==> config.mk <==
export PLATFORM = sky130hd
export DESIGN_NAME = irq_prio_arb
export DESIGN_NICKNAME = d
export VERILOG_FILES = /design/src/rtl/irqa_pkg.sv /design/src/rtl/irqa_tmr_latch.sv /design/src/rtl/irqa_swi.sv /design/src/rtl/irqa_prio.sv /design/src/rtl/irqa_ack.sv /design/src/rtl/irq_prio_arb.sv
export SDC_FILE = /design/constraint.sdc
export NUM_CORES = 1
export LEC_CHECK = 0
export BUFFER_PORTS_ARGS = -buffer_cell sky130_fd_sc_hd__clkbuf_2
export CORE_MARGIN = 1.5
export CORE_UTILIZATION = 52
export CTS_CLUSTER_SIZE = 40
export DETAILED_ROUTE_END_ITERATION = 16
export GPL_TIMING_DRIVEN = 0
export MAX_ROUTING_LAYER = met4
export PLACE_DENSITY = 0.87
export SLEW_MARGIN = 40
export SYNTH_ARGS = -nofsm -noshare
export SYNTH_HDL_FRONTEND = slang
export SYNTH_SLANG_ARGS = --single-unit
==> constraint.sdc <==
create_clock -name clk_i -period 2.9 [get_ports clk_i]
set_input_delay 0.58 -clock clk_i [delete_from_list [all_inputs] [get_ports clk_i]]
set_output_delay 0.58 -clock clk_i [all_outputs]
set_load 0.005 [all_outputs]
==> src/rtl/irqa_pkg.sv <==
package irqa_pkg;
   typedef enum logic [1:0] {
      PH_IDLE  = 2'd0,
      PH_FIRST = 2'd1,
      PH_HELD  = 2'd2
   } ack_ph_e;

   localparam int unsigned NO_IRQ_CODE = 0;

   function automatic int unsigned src_total(input int unsigned n_stk,
                                             input int unsigned n_lvl,
                                             input int unsigned n_tmr);
      return 1 + n_stk + n_lvl + n_tmr + 1;
   endfunction
endpackage

==> src/rtl/irqa_tmr_latch.sv <==
module irqa_tmr_latch #(
   parameter int unsigned N_TMR = 3
) (
   input  logic             clk_i,
   input  logic             rst_ni,
   input  logic [N_TMR-1:0] tmr_i,
   input  logic [N_TMR-1:0] rd_i,
   input  logic [N_TMR-1:0] ack_clr_i,
   output logic [N_TMR-1:0] pend_o
);
   if (N_TMR < 1) begin : g_bad_tmr
      $error("irqa_tmr_latch: N_TMR must be at least 1");
   end

   logic [N_TMR-1:0] prev_q;

   for (genvar k = 0; k < N_TMR; k++) begin : g_tmr
      logic rise;
      assign rise = tmr_i[k] & ~prev_q[k];

      always_ff @(posedge clk_i) begin
         if (!rst_ni) begin
            prev_q[k] <= 1'b0;
            pend_o[k] <= 1'b0;
         end else begin
            prev_q[k] <= tmr_i[k];
            if (rise)
               pend_o[k] <= 1'b1;
            else if (rd_i[k] || ack_clr_i[k])
               pend_o[k] <= 1'b0;
         end
      end

      // every rising edge leaves the timer pending, even against a clear
      p_edge_latch_r9: assert property (@(posedge clk_i) disable iff (!rst_ni)
         $rose(tmr_i[k]) |=> pend_o[k]);
   end
endmodule

==> src/rtl/irqa_swi.sv <==
module irqa_swi (
   input  logic clk_i,
   input  logic rst_ni,
   input  logic we_i,
   input  logic wd_i,
   output logic q_o
);
   always_ff @(posedge clk_i) begin
      if (!rst_ni)
         q_o <= 1'b0;
      else if (we_i)
         q_o <= wd_i;
   end

   p_swi_write_r10: assert property (@(posedge clk_i) disable iff (!rst_ni)
      we_i |=> (q_o == $past(wd_i)));
endmodule

==> src/rtl/irqa_prio.sv <==
module irqa_prio #(
   parameter int unsigned N_SRC  = 11,
   parameter int unsigned CODE_W = 4
) (
   input  logic              clk_i,
   input  logic              rst_ni,
   input  logic [N_SRC-1:0]  req_i,
   input  logic              ext_sup_i,
   input  logic              core_sup_i,
   input  logic              nmi_mode_i,
   output logic              irq_o,
   output logic [CODE_W-1:0] win_o
);
   if (N_SRC >= (1 << CODE_W)) begin : g_bad_width
      $error("irqa_prio: CODE_W too narrow for N_SRC plus the empty code");
   end

   logic [N_SRC-1:0] elig;

   // Index 0 is the non-maskable source; every other index is maskable.
   for (genvar i = 0; i < N_SRC; i++) begin : g_elig
      if (i == 0) begin : g_nmi
         assign elig[i] = req_i[i] & ~(core_sup_i & nmi_mode_i);
      end else begin : g_mask
         assign elig[i] = req_i[i] & ~(ext_sup_i | core_sup_i);
      end
   end

   always_comb begin
      win_o = CODE_W'(irqa_pkg::NO_IRQ_CODE);
      for (int i = N_SRC - 1; i >= 0; i--) begin
         if (elig[i]) win_o = CODE_W'(i + 1);
      end
   end

   assign irq_o = |elig;

   // the suppressible mode is fully held off by the core suppress
   p_core_holds_nmi_r3: assert property (@(posedge clk_i) disable iff (!rst_ni)
      (core_sup_i && nmi_mode_i) |-> !irq_o);
   // external suppress never hides the non-maskable source
   p_ext_spares_nmi_r2: assert property (@(posedge clk_i) disable iff (!rst_ni)
      (ext_sup_i && !core_sup_i && req_i[0]) |-> (irq_o && win_o == CODE_W'(1)));
   // without suppression any request raises the line
   p_irq_when_free_r1: assert property (@(posedge clk_i) disable iff (!rst_ni)
      (!ext_sup_i && !core_sup_i && (|req_i)) |-> irq_o);
endmodule

==> src/rtl/irqa_ack.sv <==
module irqa_ack #(
   parameter int unsigned N_SRC  = 11,
   parameter int unsigned CODE_W = 4,
   parameter int unsigned TMR_LO = 7,
   parameter int unsigned N_TMR  = 3
) (
   input  logic              clk_i,
   input  logic              rst_ni,
   input  logic              ack_i,
   input  logic [CODE_W-1:0] win_i,
   input  logic [N_SRC-1:0]  req_i,
   output logic [CODE_W-1:0] vec_o,
   output logic [N_TMR-1:0]  clr_tmr_o
);
   import irqa_pkg::*;

   if (TMR_LO + N_TMR > N_SRC) begin : g_bad_range
      $error("irqa_ack: timer range exceeds source count");
   end

   ack_ph_e           ph_q;
   logic [CODE_W-1:0] sel_q;
   logic [N_SRC-1:0]  hit;
   logic              still;
   logic              confirm;

   for (genvar i = 0; i < N_SRC; i++) begin : g_hit
      assign hit[i] = (sel_q == CODE_W'(i + 1)) & req_i[i];
   end
   assign still   = |hit;
   assign confirm = (ph_q == PH_FIRST) & ack_i & still;

   for (genvar k = 0; k < N_TMR; k++) begin : g_clr
      assign clr_tmr_o[k] = confirm & hit[TMR_LO + k];
   end

   always_ff @(posedge clk_i) begin
      if (!rst_ni) begin
         ph_q  <= PH_IDLE;
         sel_q <= CODE_W'(NO_IRQ_CODE);
         vec_o <= CODE_W'(NO_IRQ_CODE);
      end else begin
         unique case (ph_q)
            PH_IDLE: if (ack_i) begin
               ph_q  <= PH_FIRST;
               sel_q <= win_i;
               vec_o <= win_i;
            end
            PH_FIRST: if (ack_i) begin
               ph_q <= PH_HELD;
               if (!still) vec_o <= CODE_W'(NO_IRQ_CODE);
            end else begin
               ph_q  <= PH_IDLE;
               vec_o <= CODE_W'(NO_IRQ_CODE);
            end
            PH_HELD: if (!ack_i) ph_q <= PH_IDLE;
            default: ph_q <= PH_IDLE;
         endcase
      end
   end

   // a one-cycle acknowledge returns the empty code
   p_short_ack_r8: assert property (@(posedge clk_i) disable iff (!rst_ni)
      (ph_q == PH_FIRST && !ack_i) |=> (vec_o == CODE_W'(NO_IRQ_CODE)));
   // an acknowledge that opens with nothing eligible reports the empty code
   p_empty_ack_r6: assert property (@(posedge clk_i) disable iff (!rst_ni)
      (ph_q == PH_IDLE && ack_i && win_i == CODE_W'(NO_IRQ_CODE))
      |=> (vec_o == CODE_W'(NO_IRQ_CODE)));
   // one acknowledge consumes at most one timer
   p_one_clear_r9: assert property (@(posedge clk_i) disable iff (!rst_ni)
      $onehot0(clr_tmr_o));
   // a latched code never exceeds the source count
   p_code_range_r5: assert property (@(posedge clk_i) disable iff (!rst_ni)
      vec_o <= CODE_W'(N_SRC));
endmodule

==> src/rtl/irq_prio_arb.sv <==
module irq_prio_arb #(
   parameter int unsigned N_STK  = 2,
   parameter int unsigned N_LVL  = 4,
   parameter int unsigned N_TMR  = 3,
   parameter int unsigned CODE_W = 4
) (
   input  logic              clk_i,
   input  logic              rst_ni,
   input  logic              nmi_i,
   input  logic              nmi_mode_i,
   input  logic [N_STK-1:0]  stk_err_i,
   input  logic [N_LVL-1:0]  lvl_req_i,
   input  logic [N_TMR-1:0]  tmr_i,
   input  logic [N_TMR-1:0]  tmr_rd_i,
   input  logic              swi_we_i,
   input  logic              swi_wd_i,
   input  logic              ext_sup_i,
   input  logic              core_sup_i,
   input  logic              ack_i,
   output logic              irq_o,
   output logic [CODE_W-1:0] vec_o,
   output logic              swi_q_o
);
   localparam int unsigned N_SRC  = irqa_pkg::src_total(N_STK, N_LVL, N_TMR);
   localparam int unsigned TMR_LO = 1 + N_STK + N_LVL;

   if (N_STK < 1 || N_LVL < 1) begin : g_bad_counts
      $error("irq_prio_arb: N_STK and N_LVL must be at least 1");
   end

   logic [N_TMR-1:0]  tmr_pend;
   logic [N_TMR-1:0]  tmr_clr;
   logic [N_SRC-1:0]  req;
   logic [CODE_W-1:0] win;

   assign req = {swi_q_o, tmr_pend, lvl_req_i, stk_err_i, nmi_i};

   irqa_tmr_latch #(.N_TMR(N_TMR)) u_tmr (
      .clk_i     (clk_i),
      .rst_ni    (rst_ni),
      .tmr_i     (tmr_i),
      .rd_i      (tmr_rd_i),
      .ack_clr_i (tmr_clr),
      .pend_o    (tmr_pend)
   );

   irqa_swi u_swi (
      .clk_i  (clk_i),
      .rst_ni (rst_ni),
      .we_i   (swi_we_i),
      .wd_i   (swi_wd_i),
      .q_o    (swi_q_o)
   );

   irqa_prio #(.N_SRC(N_SRC), .CODE_W(CODE_W)) u_prio (
      .clk_i      (clk_i),
      .rst_ni     (rst_ni),
      .req_i      (req),
      .ext_sup_i  (ext_sup_i),
      .core_sup_i (core_sup_i),
      .nmi_mode_i (nmi_mode_i),
      .irq_o      (irq_o),
      .win_o      (win)
   );

   irqa_ack #(.N_SRC(N_SRC), .CODE_W(CODE_W), .TMR_LO(TMR_LO), .N_TMR(N_TMR)) u_ack (
      .clk_i     (clk_i),
      .rst_ni    (rst_ni),
      .ack_i     (ack_i),
      .win_i     (win),
      .req_i     (req),
      .vec_o     (vec_o),
      .clr_tmr_o (tmr_clr)
   );
endmodule

# After elaboration in Yosys (flattened, before gate mapping)
# Index checks and enable logic that the tools add are counted.
[word_totals]
regBits = 17
in_bits = 21
out_inout_bits = 6
word_cells = 101
[op_classes]
n_eq_ne = 16
n_mux = 25
bitwise_logic = 37
n_reduce_logical = 13
[ops]
columns = ["cell", "count"]
rows = [
  ["$mux W4", 14],
  ["$and A1 B1 Y1", 31],
  ["$reduce_or A11 Y1", 2],
  ["$eq A4 B3 Y1 const B", 4],
  ["$eq A4 B4 Y1 const B", 4],
  ["$eq A4 B2 Y1 const B", 2],
  ["$pmux W4 S2", 1],
  ["$reduce_bool A2 Y1", 4],
  ["$mux W1", 6],
  ["$mux W2", 3],
  ["$pmux W2 S3", 1],
  ["$not A1 Y1", 5],
  ["$eq A4 B1 Y1 const B", 1],
  ["$ne A2 B2 Y1 const B", 2],
  ["$reduce_and A2 Y1", 2],
  ["$logic_or A1 B1 Y1", 3],
  ["$ne A3 B3 Y1 const B", 1],
  ["$reduce_and A3 Y1", 1],
  ["$eq A2 B1 Y1 const B", 1],
  ["$eq A2 B2 Y1 const B", 1],
  ["$logic_not A2 Y1", 1],
  ["$or A1 B1 Y1", 1],
]

# Depth between registers and ports, before layout
# Gate-level depths: netlist (run 1).
[depth]
word_depth = 16
ltp_mapped = 6
mapped_depth_nobuf = 5

# By module
# From an unflattened synthesis (run 1), not the netlist that was laid out.
[unflattened]
cells_unflattened = 97
hier_area_um2 = 989.7
[by_module_without_submodules]
columns = ["module", "n_inst", "cells_per_inst", "area_per_inst_um2", "seq_area_each_um2"]
rows = [
  ["irqa_ack", 1, 50, 586.8, 200.2],
  ["irqa_tmr_latch", 1, 18, 205.2, 120.1],
  ["irqa_prio", 1, 26, 161.4, 0.0],
  ["irqa_swi", 1, 3, 36.3, 20.0],
]

# Worst setup path before layout (run 1)
# Ideal clock, no wire load.
[synth_path]
path_kind = "in2out"
startpoint = "in core_sup_i"
endpoint = "out irq_o"
arrival_time_ns = 1.249
required_time_ns = 2.320
setup_slack_ns = 1.071
cell_stages = 5
n_path_buf = 1
path_cell_list = "or2_1 -> clkbuf_1 -> o21bai_1 -> nor2_1 -> nand2_1"
[synth_between]
elab_chain_len = 4
elab_cells_between_ends = 16
classes_between = "15 x bitwise; 1 x reduce/logical"
[synth_lines]
columns = ["element", "line_no", "text"]
rows = [
  ["start: declaration", "irq_prio_arb.sv:18", "input logic core_sup_i,"],
  ["$and A1 B1 Y1 or $or A1 B1 Y1 (tied branches)", "irqa_prio.sv:23, irqa_prio.sv:25", ""],
  ["$not A1 Y1, on equally long branches", "irqa_prio.sv:23, irqa_prio.sv:25", ""],
  ["$and A1 B1 Y1, on equally long branches", "irqa_prio.sv:23, irqa_prio.sv:25", ""],
  ["$reduce_or A11 Y1 (*)", "irqa_prio.sv:36", "assign irq_o = |elig;"],
  ["end: declaration", "irq_prio_arb.sv:20", "output logic irq_o,"],
]
# Mark *: on every way between the ends. The rest lies on a longest branch, timed or not.

# Final worst setup path (run 1)
# Ends and elaborated chain as after synthesis.

==> flow_metrics.env, run 1 <==
export IMPL_cp_arrival_ns=1.52
export IMPL_yosysMostFrequentCell="dfxtp_1"
export IMPL_initial_core_util_pct=56.66
export IMPL_status="completed"
export IMPL_drt_initial_drc_count=12
export IMPL_die_y_um=43.98
export IMPL_gr_total_overflow=0
export IMPL_portBuffers=25
export IMPL_skew_ns=0.004054
export IMPL_critPathMaxFanout=6
export IMPL_clkTransAtPathRegs_ns=0.10
export IMPL_antenna_cells=0
export IMPL_start_kind="input port"
export IMPL_crit_path_end_kind="primary output"
export IMPL_insertion_delay_ns=0.29
export IMPL_setup_tns_ns=0
export IMPL_max_slew_margin_pct=72.01
export IMPL_core_area_mm2=0.001541
export IMPL_ant_nets=0
export IMPL_root_buffer="clkbuf_4"
export IMPL_clockBufferDepth=2
export IMPL_ctsResizeCount=0
export IMPL_synth_distinct_cells=37
export IMPL_setup_viol=0
export IMPL_ys_top_cells_by_area="dfxtp_1 39%, nand2_1 6.0%, a21oi_1 5.2%, nor2_1 4.7%, inv_1 3.4%"
export IMPL_synth_nets=124
export IMPL_routed_via_density=5.682
export IMPL_cts_setup_buffers=0
export IMPL_hold_path_class="flop to flop"
export IMPL_cts_sinks=17
export IMPL_wire_per_inst_um=12.90
export IMPL_synth_edf_count=0
export IMPL_p_leak_nw=0.4467
export IMPL_dieArea_mm2=0.001934
export IMPL_ir_drop_mv=0.3293
export IMPL_final_area_mm2=0.001045
export IMPL_tightest_slew_ns=0.4161
export IMPL_cp_slowest_cell="o21bai_1"
export IMPL_slowest_delay_ns=0.24
export IMPL_synth_top_cell_area_share_pct=38.97
export IMPL_cap_violations=0
export IMPL_synthTopCellsByCount="17 x dfxtp_1, 14 x nand2_1, 11 x nor2_1"
export IMPL_crit_buf_inv=3
export IMPL_drc_errors=0
export IMPL_final_nets=154
export IMPL_cp_top_family="simple AND/OR/NAND/NOR gates"
export IMPL_worst_r2r_setup_slack_ns=1.16
export IMPL_dp_hpwl_um=1508
export IMPL_vias=841
export IMPL_synth_seq_area_share_pct=38.97
export IMPL_num_rows=14
export IMPL_yosysWarnings=0
export IMPL_hold_viol=0
export IMPL_firstDrtPassIters=4
export IMPL_cts_hold_buf=0
export IMPL_syn_avg_cell_area_um2=8.479
export IMPL_pin_count=27
export IMPL_maxSlewViolCount=0
export IMPL_grt_pass1_wl_um=3167
export IMPL_worst_ep_required_time_ns=2.32
export IMPL_post_route_period_util_pct=72.49
export IMPL_critical_path_class="input port to primary output"
export IMPL_rsz0062_at_grt="no"
export IMPL_async_flop_share_pct=0
export IMPL_synthCells=103
export IMPL_fmax_mhz=475.7
export IMPL_syn_to_final_growth_pct=19.63
export IMPL_ys_ff_latch=17
export IMPL_cts_tree="done"
export IMPL_synth_flop_cell="dfxtp_1"
export IMPL_final_min_clock_period_ns=2.102
export IMPL_grt_start_max_net_pins=11
export IMPL_grt_pass1_vias=752
export IMPL_yosys_area_top_type="dfxtp_1"
export IMPL_die_x_um=43.98
export IMPL_dpl_cell_area_mm2=0.001018
export IMPL_h_tree_depth=1
export IMPL_syn_area_um2=873.3
export IMPL_power_density_mw_per_mm2=440.9
export IMPL_crit_chain="clkbuf_2 -> or2_1 -> clkbuf_1 -> o21bai_1 -> nor2_1 -> nand2_1 -> clkbuf_2"
export IMPL_grt_usage_pct=23.21
export IMPL_cts_buffers=3
export IMPL_cpMostUsedCell="clkbuf_2"
export IMPL_antenna_found_initial=0
export IMPL_drive_gt1_share_pct=27.27
export IMPL_globalplace_congestion=0.8377
export IMPL_drt_total_wl_um=1909
==> worst reg2reg max path, delay by kind of cell (launching register included) <==
family	cells	cell delay, ns
and+or+nand+nor	1	0.11
muxes	1	0.56
DFF	1	0.48
AOI/OAI and AO/OA	3	0.49
==> layout make-up <==
type / instances / area [um^2]
fillers: 133 / 496.7
clock buffers: 4 / 26.28
flip-flops and latches: 17 / 340.3
plain buffers: 3 / 20.02
repair buffers: 25 / 125.1
well taps: 16 / 20.02
multi-input cells: 74 / 479.2
inverters: 9 / 33.78
==> routing by layer <==
metal	GRT usage (%)	routed length [um]	vias to the layer above
met5	-	0	-
met3	6.667	123	0
li1	-	-	427
met1	28.65	916	386
met2	37.06	869	28
met4	6.061	0	0
==> kinds of logic after synthesis <==
| logic type | Yosys count | share of synthesized area, % |
|---|---|---|
| AO/OA/AOI/OAI | 26 | 22.35 |
| buffers and inverters | 12 | 6.159 |
| flip-flops | 17 | 38.97 |
| multiplexers | 4 | 8.023 |
| AND/OR/NAND/NOR | 44 | 24.50 |
==> placed cells by master (no fill, tap or decap), types with 2 or more instances in the layout <==
cell type,count
dfxtp_1,17
a21oi_1,9
o32ai_1,2
clkbuf_4,3
nand2_1,14
inv_1,8
a211oi_1,2
o31ai_1,3
nand3_1,4
nor3_1,3
clkbuf_2,25
nor2_1,11
nor3b_1,2
clkbuf_1,2
nand2b_1,3
==> state kept, by name (all words and copies together), names as in the netlist <==
name,cells
u_tmr.prev_q,3
u_swi.q_o,1
u_ack.ph_q,2
u_tmr.pend_o,3
u_ack.vec_o,4
u_ack.sel_q,4
==> per-stage QoR <==
stage / total power [mW] / hold WS [ns] / setup WS (ns) / cells / utilization [%]
finish: 0.4606 / 0.4458 / 0.7979 / 148 / 67.78
global route: 0.4829 / 0.4527 / 0.6957 / 148 / 67.78
CTS: 0.4615 / 0.4453 / 0.8007 / 148 / 67.78
detailed placement: 0.3399 / 0.4315 / 0.8067 / 144 / 66.07
global placement: 0.3365 / 0.3955 / 0.8320 / 144 / 66.07
floorplan: 0.3082 / 0.3934 / 1.071 / 103 / -
==> report_power, final <==
group,total [mW],switching [mW],internal (mW)
registers,0.257,0.0116,0.245
clock network,0.125,0.0719,0.0535
logic,0.0787,0.0406,0.0381
==> worst paths after layout <==
| kind | cells past startpoint | start | to |
|---|---|---|---|
| worst max-delay path | 7 | core_sup_i | irq_o |
| worst min-delay path | 1 | u_tmr.prev_q[1] | u_tmr.pend_o[1] |
| worst min register to register | 1 | u_tmr.prev_q[1] | u_tmr.pend_o[1] |
| worst max register to register | 5 | u_ack.sel_q[0] | u_ack.vec_o[0] |
Power figures use the tool's default switching activity.
==> inputs of run 2 (changes only) <==
- CORE_UTILIZATION: 52 -> 44
- PLACE_DENSITY: 0.87 -> 0.79
- clock period: 2.9 -> 1.8 ns (I/O delays scaled with it)
==> flow_metrics.env, run 2 (synthesized netlist as in run 1, its figures left out) <==
export IMPL_status="completed"
export IMPL_antenna_cells=0
export IMPL_met1_usage_pct=25.58
export IMPL_num_rows=15
export IMPL_dp_hpwl_um=1555
export IMPL_cts_sinks=17
export IMPL_clkTransAtPathRegs_ns=0.10
export IMPL_cts_hold_buf=0
export IMPL_max_slew_margin_pct=73.98
export IMPL_grt_usage_pct=20.32
export IMPL_finalPower_mw=0.7420
export IMPL_pin_count=27
export IMPL_power_density_mw_per_mm2=701.8
export IMPL_busiest_layer="met2"
export IMPL_cts_tree="done"
export IMPL_crit_path_end_kind="flop"
export IMPL_worst_ep_required_time_ns=1.97
export IMPL_drt_total_wl_um=1929
export IMPL_drt_initial_drc_count=7
export IMPL_fmax_mhz=596.2
export IMPL_h_tree_depth=1
export IMPL_wire_per_inst_um=12.29
export IMPL_drc_errors=0
export IMPL_routed_via_density=5.331
export IMPL_post_route_period_util_pct=93.18
export IMPL_setup_viol=0
export IMPL_final_common_cell="clkbuf_2"
export IMPL_gr_total_overflow=0
export IMPL_clockBufferDepth=2
export IMPL_p_leak_nw=0.4470
export IMPL_skew_ns=0.009629
export IMPL_final_cell_mix="25 x clkbuf_2, 16 x dfxtp_1, 14 x nand2_1"
export IMPL_portBuffers=25
export IMPL_dp_cells=153
export IMPL_insertion_delay_ns=0.29
export IMPL_critical_path_class="flop to flop"
export IMPL_antenna_found_initial=0
export IMPL_dieArea_mm2=0.002261
export IMPL_cap_violations=0
export IMPL_final_nets=154
export IMPL_initial_core_util_pct=48.47
export IMPL_die_x_um=47.55
export IMPL_final_min_clock_period_ns=1.677
export IMPL_syn_to_final_growth_pct=21.06
export IMPL_hold_path_class="input port to flop"
export IMPL_reg_top3="u_ack.sel_q (4), u_ack.vec_o (4)"
export IMPL_core_area_mm2=0.001802
export IMPL_fill_cells=186
export IMPL_die_y_um=47.55
export IMPL_start_kind="flop"
export IMPL_hold_viol=0
export IMPL_drive_gt1_share_pct=28.03
export IMPL_maxSlewViolCount=0
export IMPL_grt_pass1_wl_um=3098
export IMPL_grt_util_met2_pct=34.05
export IMPL_firstDrtPassIters=4
export IMPL_grt_start_max_net_pins=11
export IMPL_ant_nets=0
export IMPL_critPathMaxFanout=7
export IMPL_grt_pass1_vias=731
export IMPL_rsz0062_at_grt="no"
export IMPL_grtUsageMet3_pct=2.264
export IMPL_ir_drop_mv=0.5038
export IMPL_cp_arrival_ns=1.84
export IMPL_tightest_slew_ns=0.3868
export IMPL_vias=837
export IMPL_globalplace_congestion=0.7980
export IMPL_instances_no_fill=157
export IMPL_setup_tns_ns=0
export IMPL_cts_buffers=3
export IMPL_root_buffer="clkbuf_4"
run 2: area by class of cell:
cell class	instances	area [um^2]	share of cell area, %
multi-input cells	74	479.2	45.33
flip-flops and latches	17	341.6	32.31
repair buffers	25	125.1	11.83
inverters	9	33.78	3.195
well taps	25	31.28	2.959
clock buffers	4	26.28	2.485
plain buffers	3	20.02	1.893
run 2: repair_timing:
action,in CTS,in global routing
setup buffers,0,0
resized for setup,0,1
setup endpoints to repair,0,4
endpoints found under the hold margin,0,0
run 2: critical path: stages, from the launching register on:
cell	delay [ns]
dfxtp_1	0.34
buf_6	0.12
mux4_1	0.60
o2111ai_2	0.21
o21ai_2	0.12
nand3_1	0.10
o31ai_1	0.07
run 2: report_power, final:
group	internal [mW]	total [mW]	leakage, nW	switching [mW]
logic	0.0614	0.127	0.292	0.0651
registers	0.395	0.413	0.140	0.0183
clock network	0.0861	0.202	0.0150	0.116
run 2: worst paths after layout:
path         slack, ns              end            start  cells after the start
max               0.12   u_ack.vec_o[0]   u_ack.sel_q[1]                      6
min               0.26  u_tmr.pend_o[1]      tmr_rd_i[1]                      2
max reg2reg       0.12   u_ack.vec_o[0]   u_ack.sel_q[1]                      6
min reg2reg       0.42  u_tmr.pend_o[1]  u_tmr.prev_q[1]                      1
run 2: per-layer routing:
metal / vias up / routed length, um / share of wire (%)
li1: 426 / - / -
met1: 383 / 888 / 46
met2: 24 / 899 / 47
met3: 4 / 113 / 5.9
met4: 0 / 27 / 1.4
met5: - / 0 / 0
run 2: through the flow:
| stage | utilization (%) | hold slack, ns | cell area (um^2) | setup WS (ns) |
|---|---|---|---|---|
| global route | 58.68 | 0.2688 | 1057 | 0.02630 |
| detailed placement | 57.15 | 0.4092 | 1030 | 0.06021 |
| floorplan | - | 0.3934 | 873.3 | 0.2428 |
| global placement | 57.15 | 0.3956 | 1030 | 0.08465 |
| finish | 58.68 | 0.2595 | 1057 | 0.1228 |
| CTS | 58.61 | 0.2568 | 1056 | 0.03901 |
